<file path="config.mk">
export PLATFORM = sky130hd
export DESIGN_NAME = spi_regport
export DESIGN_NICKNAME = d
export VERILOG_FILES = /design/src/rtl/spi_regport_pkg.sv /design/src/rtl/spi_pin_sync.sv /design/src/rtl/spi_frame_engine.sv /design/src/rtl/spi_reg_bank.sv /design/src/rtl/spi_regport.sv
export SDC_FILE = /design/constraint.sdc
export NUM_CORES = 1
export LEC_CHECK = 0
export ABC_CLOCK_PERIOD_IN_PS = 2150
export BUFFER_PORTS_ARGS = -buffer_cell sky130_fd_sc_hd__buf_2
export CAP_MARGIN = 20
export CORE_ASPECT_RATIO = 0.5
export CORE_MARGIN = 3
export CORE_UTILIZATION = 52
export DETAILED_ROUTE_END_ITERATION = 10
export HOLD_SLACK_MARGIN = 0.1
export PLACE_DENSITY = 0.76
export REMOVE_ABC_BUFFERS = 1
export SETUP_SLACK_MARGIN = 0.3
export SYNTH_ARGS = -nofsm -noshare
export SYNTH_HDL_FRONTEND = slang
export SYNTH_SLANG_ARGS = --single-unit
</file>
<file path="constraint.sdc">
create_clock -name clk -period 2.15 [get_ports clk]
set_clock_uncertainty 0.05 [all_clocks]
set_input_delay 0.3225 -clock clk [delete_from_list [all_inputs] [get_ports clk]]
set_output_delay 0.3225 -clock clk [all_outputs]
set_load 0.005 [all_outputs]
</file>
<file path="src/rtl/spi_regport_pkg.sv">
package spi_regport_pkg;

    localparam int WORD_W    = 16;
    localparam int IDX_W     = 7;
    localparam int DATA_W    = 8;
    localparam int CNT_W     = $clog2(WORD_W + 1);
    localparam int FIRST_RW  = 16;
    localparam int NUM_RW    = 6;
    localparam int STATUS_IX = 22;
    localparam int ID_IX     = 23;
    localparam int RST_REQ_IX  = 20;
    localparam int RST_REQ_BIT = 6;
    localparam int ID_W      = 5;

    typedef logic [DATA_W-1:0] byte_t;
    typedef logic [IDX_W-1:0]  idx_t;

    function automatic byte_t reset_value(input int slot);
        case (slot)
            0, 1:    return 8'hFF;
            2:       return 8'h50;
            5:       return 8'h01;
            default: return 8'h00;
        endcase
    endfunction

endpackage

</file>
<file path="src/rtl/spi_pin_sync.sv">
module spi_pin_sync #(
    parameter int STAGES = 2
) (
    input  logic clk,
    input  logic rst_n,
    input  logic sclk_raw,
    input  logic cs_n_raw,
    input  logic mosi_raw,
    output logic sclk_rise,
    output logic sclk_fall,
    output logic cs_n_s,
    output logic mosi_s
);
    // bit 2 = sclk, bit 1 = cs_n, bit 0 = mosi
    typedef struct packed {
        logic [STAGES-1:0][2:0] chain;
        logic                   sclk_prev;
    } sync_state_t;

    sync_state_t state_d, state_q;

    always_comb begin
        state_d = state_q;
        state_d.chain[0] = {sclk_raw, cs_n_raw, mosi_raw};
        for (int s = 1; s < STAGES; s++) begin
            state_d.chain[s] = state_q.chain[s-1];
        end
        state_d.sclk_prev = state_q.chain[STAGES-1][2];
    end

    always_ff @(posedge clk or negedge rst_n) begin
        if (!rst_n) begin
            for (int s = 0; s < STAGES; s++) begin
                state_q.chain[s] <= 3'b010;
            end
            state_q.sclk_prev <= 1'b0;
        end else begin
            state_q <= state_d;
        end
    end

    assign sclk_rise = state_q.chain[STAGES-1][2] & ~state_q.sclk_prev;
    assign sclk_fall = ~state_q.chain[STAGES-1][2] & state_q.sclk_prev;
    assign cs_n_s    = state_q.chain[STAGES-1][1];
    assign mosi_s    = state_q.chain[STAGES-1][0];

    a_r3_edges_exclusive: assert property (@(posedge clk) disable iff (!rst_n)
        !(sclk_rise && sclk_fall));

endmodule

</file>
<file path="src/rtl/spi_frame_engine.sv">
module spi_frame_engine
    import spi_regport_pkg::*;
#(
    parameter int WORD_BITS = WORD_W,
    parameter int IDX_BITS  = IDX_W,
    parameter int DAT_BITS  = DATA_W
) (
    input  logic                clk,
    input  logic                rst_n,
    input  logic                rise_i,
    input  logic                fall_i,
    input  logic                cs_n_i,
    input  logic                mosi_i,
    input  logic [DAT_BITS-1:0] rd_data_i,
    output logic [IDX_BITS-1:0] idx_o,
    output logic                wr_en_o,
    output logic [DAT_BITS-1:0] wr_data_o,
    output logic                miso_o
);
    localparam int CW       = $clog2(WORD_BITS + 1);
    localparam int SH_W     = WORD_BITS - 1;
    localparam logic [CW-1:0] LAST    = CW'(WORD_BITS);
    localparam logic [CW-1:0] HDR_END = CW'(WORD_BITS - DAT_BITS);

    typedef struct packed {
        logic [CW-1:0]       cnt;
        logic [SH_W-1:0]     sh;
        logic                is_rd;
        logic [IDX_BITS-1:0] idx;
        logic                wr_en;
        logic [DAT_BITS-1:0] wr_data;
        logic                drive;
        logic [DAT_BITS-1:0] tx;
    } frame_state_t;

    frame_state_t state_d, state_q;

    always_comb begin
        state_d = state_q;
        state_d.wr_en = 1'b0;
        if (cs_n_i) begin
            state_d.cnt   = '0;
            state_d.is_rd = 1'b0;
            state_d.drive = 1'b0;
            state_d.tx    = '0;
        end else begin
            if (rise_i && state_q.cnt < LAST) begin
                state_d.sh  = {state_q.sh[SH_W-2:0], mosi_i};
                state_d.cnt = state_q.cnt + 1'b1;
                if (state_q.cnt == '0) begin
                    state_d.is_rd = mosi_i;
                end
                if (state_q.cnt == HDR_END - 1'b1) begin
                    state_d.idx = {state_q.sh[IDX_BITS-2:0], mosi_i};
                end
                if (state_q.cnt == LAST - 1'b1) begin
                    state_d.wr_en   = ~state_q.is_rd;
                    state_d.wr_data = {state_q.sh[DAT_BITS-2:0], mosi_i};
                end
            end
            if (fall_i) begin
                if (state_q.cnt == HDR_END && state_q.is_rd && !state_q.drive) begin
                    state_d.drive = 1'b1;
                    state_d.tx    = rd_data_i;
                end else if (state_q.drive && state_q.cnt < LAST) begin
                    state_d.tx = {state_q.tx[DAT_BITS-2:0], 1'b0};
                end else if (state_q.cnt == LAST) begin
                    state_d.drive = 1'b0;
                end
            end
        end
    end

    always_ff @(posedge clk or negedge rst_n) begin
        if (!rst_n) begin
            state_q <= '0;
        end else begin
            state_q <= state_d;
        end
    end

    assign idx_o     = state_q.idx;
    assign wr_en_o   = state_q.wr_en;
    assign wr_data_o = state_q.wr_data;
    assign miso_o    = state_q.drive & state_q.tx[DAT_BITS-1];

    // a commit only ever follows a complete word
    a_r2_commit_full_word: assert property (@(posedge clk) disable iff (!rst_n)
        wr_en_o |-> state_q.cnt == LAST);
    // the bit counter never passes the word length
    a_r5_count_capped: assert property (@(posedge clk) disable iff (!rst_n)
        state_q.cnt <= LAST);
    a_r5_hold_after_word: assert property (@(posedge clk) disable iff (!rst_n)
        (state_q.cnt == LAST && !cs_n_i) |=> state_q.cnt == LAST);
    // raising chip select always clears the frame
    a_r4_abort_clears: assert property (@(posedge clk) disable iff (!rst_n)
        cs_n_i |=> (state_q.cnt == '0 && !wr_en_o));
    // the data output is quiet once chip select is high
    a_r3_quiet_when_idle: assert property (@(posedge clk) disable iff (!rst_n)
        cs_n_i |=> !miso_o);

endmodule

</file>
<file path="src/rtl/spi_reg_bank.sv">
module spi_reg_bank
    import spi_regport_pkg::*;
#(
    parameter int IDX_BITS = IDX_W,
    parameter int DAT_BITS = DATA_W,
    parameter int N_RW     = NUM_RW,
    parameter int BASE     = FIRST_RW
) (
    input  logic                           clk,
    input  logic                           rst_n,
    input  logic [IDX_BITS-1:0]            idx_i,
    input  logic                           wr_en_i,
    input  logic [DAT_BITS-1:0]            wr_data_i,
    input  logic [1:0]                     zero_i,
    input  logic [ID_W-1:0]                id_i,
    output logic [DAT_BITS-1:0]            rd_data_o,
    output logic [N_RW-1:0][DAT_BITS-1:0]  regs_o,
    output logic                           pulse_o
);
    localparam int REQ_SLOT = RST_REQ_IX - BASE;

    typedef struct packed {
        logic [N_RW-1:0][DAT_BITS-1:0] regs;
        logic                          pulse;
    } bank_state_t;

    bank_state_t state_d, state_q;
    logic [N_RW-1:0] hit;

    generate
        for (genvar g = 0; g < N_RW; g++) begin : g_decode
            assign hit[g] = (idx_i == IDX_BITS'(BASE + g));
        end
    endgenerate

    always_comb begin
        state_d = state_q;
        state_d.pulse = 1'b0;
        if (wr_en_i) begin
            for (int k = 0; k < N_RW; k++) begin
                if (hit[k]) begin
                    state_d.regs[k] = wr_data_i;
                end
            end
            if (hit[REQ_SLOT]) begin
                state_d.pulse = wr_data_i[RST_REQ_BIT];
                state_d.regs[REQ_SLOT][RST_REQ_BIT] = 1'b0;
            end
        end
    end

    always_ff @(posedge clk or negedge rst_n) begin
        if (!rst_n) begin
            for (int k = 0; k < N_RW; k++) begin
                state_q.regs[k] <= reset_value(k);
            end
            state_q.pulse <= 1'b0;
        end else begin
            state_q <= state_d;
        end
    end

    always_comb begin
        rd_data_o = '0;
        for (int k = 0; k < N_RW; k++) begin
            if (hit[k]) begin
                rd_data_o = state_q.regs[k];
            end
        end
        if (idx_i == IDX_BITS'(STATUS_IX)) begin
            rd_data_o = {{(DAT_BITS-2){1'b0}}, zero_i};
        end
        if (idx_i == IDX_BITS'(ID_IX)) begin
            rd_data_o = {{(DAT_BITS-ID_W){1'b0}}, id_i};
        end
    end

    assign regs_o  = state_q.regs;
    assign pulse_o = state_q.pulse;

    // writes outside the writable window leave the bank untouched
    a_r6_ignored_write: assert property (@(posedge clk) disable iff (!rst_n)
        (wr_en_i && hit == '0) |=> $stable(state_q.regs));
    // the request pulse lasts a single cycle
    a_r8_single_pulse: assert property (@(posedge clk) disable iff (!rst_n)
        pulse_o |=> !pulse_o);
    // the request bit is never held
    a_r8_bit_not_stored: assert property (@(posedge clk) disable iff (!rst_n)
        !state_q.regs[REQ_SLOT][RST_REQ_BIT]);

endmodule

</file>
<file path="src/rtl/spi_regport.sv">
module spi_regport
    import spi_regport_pkg::*;
#(
    parameter int SYNC_STAGES = 2
) (
    input  logic        clk,
    input  logic        rst_n,
    input  logic        spi_cs_n,
    input  logic        spi_sclk,
    input  logic        spi_mosi,
    output logic        spi_miso,
    input  logic        zero_flag_l,
    input  logic        zero_flag_r,
    input  logic [4:0]  chain_id,
    output logic [7:0]  att_left,
    output logic [7:0]  att_right,
    output logic [7:0]  mode_a,
    output logic [7:0]  mode_b,
    output logic [7:0]  mode_c,
    output logic [7:0]  mode_d,
    output logic        soft_reset_pulse
);
    logic rise, fall, cs_n_s, mosi_s;
    idx_t  idx;
    logic  wr_en;
    byte_t wr_data, rd_data;
    logic [NUM_RW-1:0][DATA_W-1:0] regs;

    spi_pin_sync #(.STAGES(SYNC_STAGES)) i_sync (
        .clk       (clk),
        .rst_n     (rst_n),
        .sclk_raw  (spi_sclk),
        .cs_n_raw  (spi_cs_n),
        .mosi_raw  (spi_mosi),
        .sclk_rise (rise),
        .sclk_fall (fall),
        .cs_n_s    (cs_n_s),
        .mosi_s    (mosi_s)
    );

    spi_frame_engine i_engine (
        .clk       (clk),
        .rst_n     (rst_n),
        .rise_i    (rise),
        .fall_i    (fall),
        .cs_n_i    (cs_n_s),
        .mosi_i    (mosi_s),
        .rd_data_i (rd_data),
        .idx_o     (idx),
        .wr_en_o   (wr_en),
        .wr_data_o (wr_data),
        .miso_o    (spi_miso)
    );

    spi_reg_bank i_bank (
        .clk       (clk),
        .rst_n     (rst_n),
        .idx_i     (idx),
        .wr_en_i   (wr_en),
        .wr_data_i (wr_data),
        .zero_i    ({zero_flag_r, zero_flag_l}),
        .id_i      (chain_id),
        .rd_data_o (rd_data),
        .regs_o    (regs),
        .pulse_o   (soft_reset_pulse)
    );

    assign att_left  = regs[0];
    assign att_right = regs[1];
    assign mode_a    = regs[2];
    assign mode_b    = regs[3];
    assign mode_c    = regs[4];
    assign mode_d    = regs[5];

endmodule

</file>
Word-level counts from Yosys, hierarchy flattened. Index checks and enable logic that the tools add are counted. W data, S select, Z words.

Bits in registers: 102. Bits of input ports: 12. Output and inout port bits: 50.

Add/sub/neg operators: 1. $lt $le $gt $ge: 1. Eq/ne operators: 13. Multiplexer cells: 25. Bitwise logic cells: 7. Reduce and logical (&&, ||, !) cells: 23.

Operators with widths (number): $mux W8 (9); $eq A7 B5 Y1 const B (8); $mux W9 (5); $mux W37 (1); $reduce_and A2 Y1 (9); $mux W7 (2); $eq A5 B4 Y1 const B (2); $reduce_and A3 Y1 (3); $mux W1 (7); $reduce_bool A2 Y1 (3); $reduce_bool A3 Y1 (2); $add A5 B1 Y5 const B (1); $eq A5 B3 Y1 const B (1); $eq A5 B5 Y1 const B (1); $logic_not A5 Y1 (1); $lt A5 B5 Y1 const B (1); $mux W5 (1); $logic_and A1 B1 Y1 (4); $not A1 Y1 (4); $and A1 B1 Y1 (3); $ne A3 B2 Y1 const B (1); $logic_not A1 Y1 (1).

Logic depth before layout (Yosys ltp). Gate-level depths: netlist (run 1).

Word-level depth: 12. Gate-level depth with buffers: 7.

By module. A second synthesis (run 1) with hierarchy kept.

Cells, all modules: 308. Area total of the unflattened synthesis: 4367.9 sq um.

By module, submodules not included: spi_reg_bank (times used 1, cells each 160, area each 2374.8 sq um, sequential area each 1224.9 sq um); spi_frame_engine (times used 1, cells each 139, area each 1800.5 sq um, sequential area each 950.9 sq um); spi_pin_sync (times used 1, cells each 9, area each 192.7 sq um, sequential area each 177.7 sq um).

Worst setup path after synthesis (run 1). OpenSTA, ideal clock, no wires.

Path type: register -> register. Start: register i_engine.state_q (netlist bit i_engine.idx_o[5]). End: register i_bank.regs_o[16] (netlist name). Arrival: 1907 ps. Data required time: 1975 ps. Path slack: 68 ps. Stages on the path, launching flop included: 7. Path buffers: 2. Clock period less this slack: 2082 ps. Cells stage by stage: dfrtp_1 -> or4b_1 -> buf_6 -> nor2_8 -> and4_4 -> buf_12 -> mux2_4.

Longest elaborated chain between the ends: 2.

RTL lines: from (decl) (RTL line spi_frame_engine.sv:36) `frame_state_t state_d, state_q;`; from (signal assigned) (RTL line spi_frame_engine.sv:78) `state_q <= state_d;`; $eq A7 B5 Y1 (RTL line spi_reg_bank.sv:32) `assign hit[g] = (idx_i == IDX_BITS'(BASE + g));`; $reduce_and A2 Y1 (no source line).

No other way between the ends. A chain may end at the register's enable or synchronous reset.

Worst setup path after layout (run 1).
Start: register i_engine.state_q (netlist bit i_engine.idx_o[5]). End: register i_bank.regs_o[14] (netlist name).

Longest elaborated chain between the ends: 2.

RTL lines (RTL line): $eq A7 B5 Y1 (spi_reg_bank.sv:32); $reduce_and A2 Y1 (no source line).

No other way between the ends.

==> results.sh, run 1 <==
export IMPL_outcome="finished clean"
export IMPL_finalCriticalPeriod_ps=2050
export IMPL_final_cells=530
export IMPL_cts_max_path_buffers=2
export IMPL_critical_path_endpoint_type="flop"
export IMPL_crit_chain="or4b_4 > buf_6 > nor2_8 > buf_6 > nand4_4 > mux2_4"
export IMPL_ys_warn_count=0
export IMPL_antenna_violating_nets_post_route=0
export IMPL_synth_ff_latch_count=93
export IMPL_worst_path_largest_cell_delay_ps=530
export IMPL_clock_slew_at_the_register_clock_pins_of_the_worst_setup_and_hold_paths_ps=60
export IMPL_vias=3118
export IMPL_yosysTopAreaCell="sky130_fd_sc_hd__dfrtp_1"
export IMPL_grt_setup_unrepaired="yes"
export IMPL_cp_max_delay_cell="sky130_fd_sc_hd__or4b_4"
export IMPL_ctsRootBufferMaster="sky130_fd_sc_hd__clkbuf_16"
export IMPL_dieArea_um2=9760
export IMPL_placementRows=23
export IMPL_die_w_um=137
export IMPL_clkLatencyLatePin_ps=340
export IMPL_report_final_hold_viol_count=0
export IMPL_detailedRoute_firstPassIterationCount=7
export IMPL_start_kind="flop"
export IMPL_num_antenna_cells=0
export IMPL_finalNetCount=428
export IMPL_finalSetupViolations=0
export IMPL_average_size_of_a_mapped_cell_um2=14.0
export IMPL_cts_buffers_inserted=9
export IMPL_final_max_slew_viol_count=0
export IMPL_post_route_util_pct=67.7
export IMPL_synth_main_ff_cell="sky130_fd_sc_hd__dfrtp_1"
export IMPL_post_synth_top_area_fraction_pct=40.6
export IMPL_leakage_nw=2.61
export IMPL_number_of_antenna_violations_at_the_first_check_in_global_routing=0
export IMPL_finalWeightedCongestion=0.889
export IMPL_area_growth_synth_to_final_pct=24.1
export IMPL_critPathMostFrequentCell="sky130_fd_sc_hd__buf_6"
export IMPL_worstPathRequired_ps=2370
export IMPL_wire_per_inst_um=20.9
export IMPL_ys_top_cells_by_area="sky130_fd_sc_hd__dfrtp_1 41%, sky130_fd_sc_hd__mux2_2 15%, sky130_fd_sc_hd__dfstp_2 12%"
export IMPL_core_region_area_um2=8140
export IMPL_slew_headroom_pct=65.5
export IMPL_routed_wirelength_um=11100
export IMPL_cts_sink_count=93
export IMPL_floorplan_initialDensity_pct=54.6
export IMPL_dpl_cell_count=496
export IMPL_max_cap_violations=0
export IMPL_worst_hold_path_type="in -> reg"
export IMPL_layout_worst_path_cycle_share_pct=95.2
export IMPL_ratio_of_routed_vias_to_standard_cells=5.88
export IMPL_numPortBuffers=60
export IMPL_crit_arrival_ps=2260
export IMPL_setup_worst_path_class="reg -> reg"
export IMPL_p_per_area_nw_per_um2=631
export IMPL_final_cell_mix="69 x sky130_fd_sc_hd__dfrtp_1, 59 x sky130_fd_sc_hd__buf_2, 57 x sky130_fd_sc_hd__mux2_2"
export IMPL_route_detailed_drc=0
export IMPL_grt_start_max_net_pins=41
export IMPL_wire_length_of_the_first_global_routing_pass_um=18000
export IMPL_postSynth_asyncResetShare_pct=100
export IMPL_design_portCount=62
export IMPL_max_slew_worst_pin_slew_ps=518
export IMPL_syn_cell_area_um2=4440
export IMPL_all_layer_global_routing_usage_pct=24.4
export IMPL_synth_yosys_seq_area_share_pct=53.0
export IMPL_detailed_place_hpwl_um=7710
export IMPL_mostFrequentLayoutCell="sky130_fd_sc_hd__dfrtp_1"
export IMPL_synth_enable_flop_cells=0
export IMPL_number_of_global_route_vias_before_repair=3356
export IMPL_total_power_mw=3.48
export IMPL_gr_total_overflow=0
export IMPL_iteration_0_drc_count_of_the_detailed_router=270
export IMPL_layout_cells_sized_above_1_pct=58.1
export IMPL_die_h_um=71.4
export IMPL_synth_cell_type_count=58
export IMPL_fmax_mhz=488
export IMPL_fin_tns_setup_ps=0
export IMPL_irDropWorstVdd_v=0.000405
export IMPL_critical_path_max_fanout=8
export IMPL_synthCells=318
export IMPL_clock_tree_htree_level_count=3
export IMPL_cts_tree="done"
## area by class of cell
class	count	area (um2)
multi-input cells	199	2050
well taps	112	140
fillers	582	2630
flip-flops and latches	93	2360
clock inverters	6	37.5
inverters	9	33.8
clock buffers	10	229
repair buffers	101	668
## metrics by stage
stage	area [um2]	setup WS [ps]	hold slack (ps)
after floorplan	4340	-48.5	-23.1
after global placement	4960	94.2	258
after detailed placement	4960	77.8	280
after CTS	5410	109	136
after global routing	5520	29.3	145
final	5520	103	149
## worst paths after layout
path                                       endpoint         startpoint  slack [ps]  depth (start not counted)
max in group asynchronous         i_bank.regs_o[15]              rst_n         910                          3
worst max register to register    i_bank.regs_o[14]  i_engine.idx_o[5]         100                          6
worst min-delay path            i_engine.state_q[2]        chain_id[2]         150                          2
worst min register to register    i_sync.state_d[0]  i_sync.state_d[6]         300                          0
worst max-delay path              i_bank.regs_o[14]  i_engine.idx_o[5]         100                          6
min in group asynchronous       i_engine.state_q[3]              rst_n         450                          2
## per-layer routing
layer  GRT usage (%)  wire (um)  up-vias
li1                -          -     1381
met1            32.9       4790     1607
met4            7.49        185        0
met5               0          0        -
met2            39.3       5450      111
met3            6.45        643       19
## sequential cells by signal, summed over array words and instances, names as in the netlist
register and count:
i_bank.pulse_o 1, i_bank.regs_o 47, i_engine.idx_o 7, i_engine.state_q 22
i_engine.wr_data_o 8, i_engine.wr_en_o 1, i_sync.cs_n_s 1, i_sync.mosi_s 1
i_sync.state_d 4, i_sync.state_q 1
## power by group
part           switching, mW  internal (mW)
sequential            0.0662           1.82
combinational         0.0795         0.0885
clock                  0.647          0.781
total                  0.793           2.69
## what timing repair did
action | 4_1_cts | 5_1_grt
gates cloned | 0 | 1
gates resized for setup | 16 | 22
hold endpoints to repair | 32 | 0
setup endpoints to repair | 62 | 63
hold buffers | 4 | 0
setup buffers | 10 | 3
pin swaps | 8 | 6
## logic make-up (layout without fill, tap and decap cells)
| group | count (synthesis) | in the layout | share of synthesized area [%] |
|---|---|---|---|
| other cells | 1 | 1 | 0.0844 |
| flops | 93 | 93 | 53.0 |
| buf+inv | 26 | 126 | 3.18 |
| xor+xnor | 3 | 3 | 0.591 |
| mux | 78 | 78 | 22.7 |
| simple gates | 68 | 68 | 11.9 |
| fa+ha+maj | 3 | 3 | 0.845 |
| compound gates | 46 | 46 | 7.72 |
## synth_stat cells (2+ instances only)
cell type / count
sky130_fd_sc_hd__a221o_1: 2
sky130_fd_sc_hd__nand3_1: 9
sky130_fd_sc_hd__mux2_2: 61
sky130_fd_sc_hd__o2111ai_1: 4
sky130_fd_sc_hd__a22oi_1: 9
sky130_fd_sc_hd__nor3b_4: 2
sky130_fd_sc_hd__mux2_4: 8
sky130_fd_sc_hd__nand2b_1: 4
sky130_fd_sc_hd__buf_2: 10
sky130_fd_sc_hd__a2111oi_0: 3
sky130_fd_sc_hd__xor2_1: 2
sky130_fd_sc_hd__inv_1: 8
sky130_fd_sc_hd__a211oi_1: 3
sky130_fd_sc_hd__dfstp_2: 21
sky130_fd_sc_hd__clkbuf_1: 3
sky130_fd_sc_hd__mux4_2: 9
sky130_fd_sc_hd__and2_1: 4
sky130_fd_sc_hd__and4b_1: 2
sky130_fd_sc_hd__nor2_1: 10
sky130_fd_sc_hd__ha_1: 3
sky130_fd_sc_hd__dfrtp_1: 72
sky130_fd_sc_hd__nor2b_1: 4
sky130_fd_sc_hd__a21oi_1: 9
sky130_fd_sc_hd__a21o_1: 3
sky130_fd_sc_hd__nand2_1: 9
sky130_fd_sc_hd__o32ai_1: 2
sky130_fd_sc_hd__nand4_4: 3
sky130_fd_sc_hd__a211o_1: 3
sky130_fd_sc_hd__a2bb2oi_1: 2
sky130_fd_sc_hd__o21ai_0: 2
sky130_fd_sc_hd__buf_4: 2
sky130_fd_sc_hd__nand3b_1: 2
sky130_fd_sc_hd__or3_1: 2
sky130_fd_sc_hd__nor3_1: 2
## worst max-delay path, delay by kind of cell, from the launching register on
| kind | cells | cell delay [ps] |
|---|---|---|
| simple gates | 3 | 890 |
| mux | 1 | 380 |
| flops | 1 | 380 |
| buf+inv | 2 | 270 |
Power figures use the tool's default switching activity.
==> run 2: changes to the inputs <==
--- a/config.mk
+++ b/config.mk
@@ -5,15 +5,17 @@
 export SDC_FILE = /design/constraint.sdc
 export NUM_CORES = 1
 export LEC_CHECK = 0
+export ABC_AREA = 1
 export ABC_CLOCK_PERIOD_IN_PS = 2150
 export BUFFER_PORTS_ARGS = -buffer_cell sky130_fd_sc_hd__buf_2
 export CAP_MARGIN = 20
 export CORE_ASPECT_RATIO = 0.5
 export CORE_MARGIN = 3
-export CORE_UTILIZATION = 52
+export CORE_UTILIZATION = 51
 export DETAILED_ROUTE_END_ITERATION = 10
 export HOLD_SLACK_MARGIN = 0.1
-export PLACE_DENSITY = 0.76
+export PLACE_DENSITY = 0.75
+export RECOVER_POWER = 100
 export REMOVE_ABC_BUFFERS = 1
 export SETUP_SLACK_MARGIN = 0.3
 export SYNTH_ARGS = -nofsm -noshare
==> run 2 against run 1 <==
First-iteration DRC count shrank 5.2%. Non-clock buffer count is 28 lower. Largest cell class unchanged. Die area shrank 2.0%. Count of clock-buffer cells in the layout fell by 1. Critical path depth up 3. Register-to-register slack better by 180 ps.
==> results.sh, run 2 <==
export IMPL_outcome="finished clean"
export IMPL_layout_worst_path_cycle_share_pct=86.8
export IMPL_switching_share_pct=20.7
export IMPL_p_per_area_nw_per_um2=733
export IMPL_wire_per_inst_um=14.5
export IMPL_all_layer_global_routing_usage_pct=22.3
export IMPL_synth_main_ff_cell="sky130_fd_sc_hd__dfrtp_1"
export IMPL_final_cells=692
export IMPL_post_synth_top_area_fraction_pct=42.3
export IMPL_critical_path_endpoint_type="flop"
export IMPL_placed_cell_area_um2=4680
export IMPL_fmax_mhz=536
export IMPL_leakage_nw=2.44
export IMPL_setup_slack_ps=284
export IMPL_sequential_fraction_of_design_power_pct=48.5
export IMPL_cts_tree="done"
export IMPL_r2r_worst_path_cells=9
export IMPL_crit_chain="inv_2 > ha_4 > nand4_1 > nor3_2 > clkbuf_4 > buf_4 > o21a_1 > nand2_1 > nand2_1"
export IMPL_crit_arrival_ps=2100
export IMPL_finalWeightedCongestion=0.883
export IMPL_finalSetupViolations=0
export IMPL_die_w_um=135
export IMPL_number_of_global_route_vias_before_repair=3334
export IMPL_numPortBuffers=60
export IMPL_route_detailed_drc=0
export IMPL_cts_max_path_buffers=2
export IMPL_final_max_slew_viol_count=0
export IMPL_startpoint="i_engine.state_q[41]"
export IMPL_route_top_layer_used="met4"
export IMPL_power_net_switching_mw=0.772
export IMPL_finalCriticalPeriod_ps=1870
export IMPL_setup_worst_path_class="reg -> reg"
export IMPL_synth_cell_type_count=30
export IMPL_antenna_violating_nets_post_route=0
export IMPL_cts_sink_count=93
export IMPL_hold_ws_ps=282
export IMPL_max_cap_violations=0
export IMPL_intPower_mw=2.95
export IMPL_synthCells=506
export IMPL_ratio_of_routed_vias_to_standard_cells=5.15
export IMPL_irDropWorstVdd_v=0.000398
export IMPL_report_final_hold_viol_count=0
export IMPL_critical_path_max_fanout=7
export IMPL_mostFrequentLayoutCell="sky130_fd_sc_hd__nand2_1"
export IMPL_synthTopCellsByCount="153 x sky130_fd_sc_hd__nand2_1, 73 x sky130_fd_sc_hd__o21ai_0, 72 x sky130_fd_sc_hd__dfrtp_1"
export IMPL_syn_cell_area_um2=4260
export IMPL_capture_point_of_the_worst_reg_to_reg_path="i_engine.state_q[3]"
export IMPL_largest_register_ff_count=47
export IMPL_ys_warn_count=0
export IMPL_routed_wl_met2_um=4560
export IMPL_num_antenna_cells=0
export IMPL_slew_headroom_pct=49.9
export IMPL_design_portCount=62
export IMPL_postSynth_asyncResetShare_pct=100
export IMPL_total_power_mw=3.73
export IMPL_ys_top_cells_by_area="sky130_fd_sc_hd__dfrtp_1 42%, sky130_fd_sc_hd__nand2_1 13%, sky130_fd_sc_hd__dfstp_2 13%"
export IMPL_detailed_place_hpwl_um=7070
export IMPL_synth_most_common_cell="sky130_fd_sc_hd__nand2_1"
export IMPL_worst_hold_path_type="in -> reg"
export IMPL_stdcell_area_um2=5080
export IMPL_ctsRootBufferMaster="sky130_fd_sc_hd__clkbuf_16"
export IMPL_synth_ff_latch_count=93
export IMPL_layout_cells_sized_above_1_pct=15.8
export IMPL_detail_route_wirelength_met1_um=4820
export IMPL_max_slew_worst_pin_slew_ps=752
export IMPL_iteration_0_drc_count_of_the_detailed_router=256
export IMPL_post_route_util_pct=65.9
export IMPL_placementRows=22
export IMPL_power_combinational_fraction_pct=3.4
export IMPL_cts_buffers_inserted=9
export IMPL_place_worst_setup_slack_ps=266
export IMPL_detailedRoute_firstPassIterationCount=6
export IMPL_dpl_cell_count=665
export IMPL_synth_enable_flop_cells=0
export IMPL_cp_max_delay_cell="sky130_fd_sc_hd__nor3_2"
export IMPL_number_of_antenna_violations_at_the_first_check_in_global_routing=0
export IMPL_finalNetCount=594
export IMPL_start_kind="flop"
export IMPL_average_size_of_a_mapped_cell_um2=8.42
export IMPL_dieArea_um2=9560
export IMPL_worstPathRequired_ps=2380
export IMPL_area_growth_synth_to_final_pct=19.2
export IMPL_wire_length_of_the_first_global_routing_pass_um=16700
export IMPL_regToRegStartpoint="i_engine.state_q[41]"
export IMPL_final_cell_mix="159 x sky130_fd_sc_hd__nand2_1, 77 x sky130_fd_sc_hd__o21ai_0, 72 x sky130_fd_sc_hd__dfrtp_1"
export IMPL_vias=3564
export IMPL_die_h_um=70.6
export IMPL_reg2reg_setup_slack_ps=280
export IMPL_grt_setup_unrepaired="yes"
export IMPL_grt_start_max_net_pins=38
export IMPL_routed_wirelength_um=10000
export IMPL_gr_total_overflow=0
export IMPL_clkLatencyLatePin_ps=350
export IMPL_worst_path_largest_cell_delay_ps=470
export IMPL_clock_tree_htree_level_count=3
export IMPL_synth_yosys_seq_area_share_pct=55.2
export IMPL_critPathMostFrequentCell="sky130_fd_sc_hd__nand2_1"
export IMPL_floorplan_initialDensity_pct=55.3
export IMPL_fin_tns_setup_ps=0
export IMPL_clock_slew_at_the_register_clock_pins_of_the_worst_setup_and_hold_paths_ps=70
export IMPL_routed_wl_met3_um=560
export IMPL_yosysTopAreaCell="sky130_fd_sc_hd__dfrtp_1"
export IMPL_core_region_area_um2=7710
export IMPL_filler_cell_count=636
export IMPL_p_clk_share_pct=48.1
export IMPL_worst_setup_path_endpoint="i_engine.state_q[3]"
[run 2: worst min path at each step]
| stage | slack [ps] | end | cells past startpoint | startpoint |
|---|---|---|---|---|
| after floorplan | -20 | i_bank.pulse_o | 0 | rst_n |
| after global placement | 230 | i_sync.state_d[4] | 1 | rst_n |
| after detailed placement | 240 | i_engine.state_q[30] | 1 | rst_n |
| after CTS | 270 | i_engine.state_q[0] | 5 | chain_id[0] |
| after global routing | 300 | i_engine.state_q[0] | 5 | chain_id[0] |
| final | 280 | i_engine.state_q[0] | 5 | chain_id[0] |
[run 2: what timing repair did]
item	4_1_cts	5_1_grt
hold buffers	4	0
cloned	1	0
pin swaps	1	9
endpoints found under the setup margin	5	16
endpoints found under the hold margin	31	0
gates resized for setup	1	10
buffers inserted	2	4
[run 2: worst max-delay path: cells and delay by family, from the launching register on]
kind	cells	cell delay, ps
buf+inv	3	440
fa+ha+maj	1	140
flops	1	390
simple gates	4	690
compound gates	1	100
[run 2: power by group through the flow]
stage | registers (mW) | logic, mW | clock network, mW
finish | 1.81 | 0.128 | 1.79
global route | 1.81 | 0.153 | 1.92
CTS | 1.81 | 0.134 | 1.82
detailed placement | 1.84 | 0.127 | 0
global placement | 1.84 | 0.126 | 0
floorplan | 1.84 | 0.0543 | 0
[run 2: cell type report]
cell class / instances / area [um2] / area share (%)
sequential: 93 / 2350 / 46.3
timing repair buffer: 73 / 395 / 7.78
multi-input combinational: 348 / 1660 / 32.6
clock buffer: 9 / 225 / 4.43
tap: 108 / 135 / 2.66
clock inverter: 7 / 114 / 2.24
inverter: 54 / 203 / 3.99
[run 2: layer usage]
layer	up-vias	GRT usage, %
met5	-	0
met4	0	4.47
met3	8	7.46
met2	105	33.5
met1	1684	31.9
li1	1767	-
[run 2: cells by family after synthesis]
logic type / synth area share (%)
AOI/OAI and AO/OA: 12.4
and+or+nand+nor: 25.1
DFF: 55.2
xor gates and xnor gates: 0.205
buffers and inverters: 6.08
other: 0.0880
adders and majority gates: 0.881
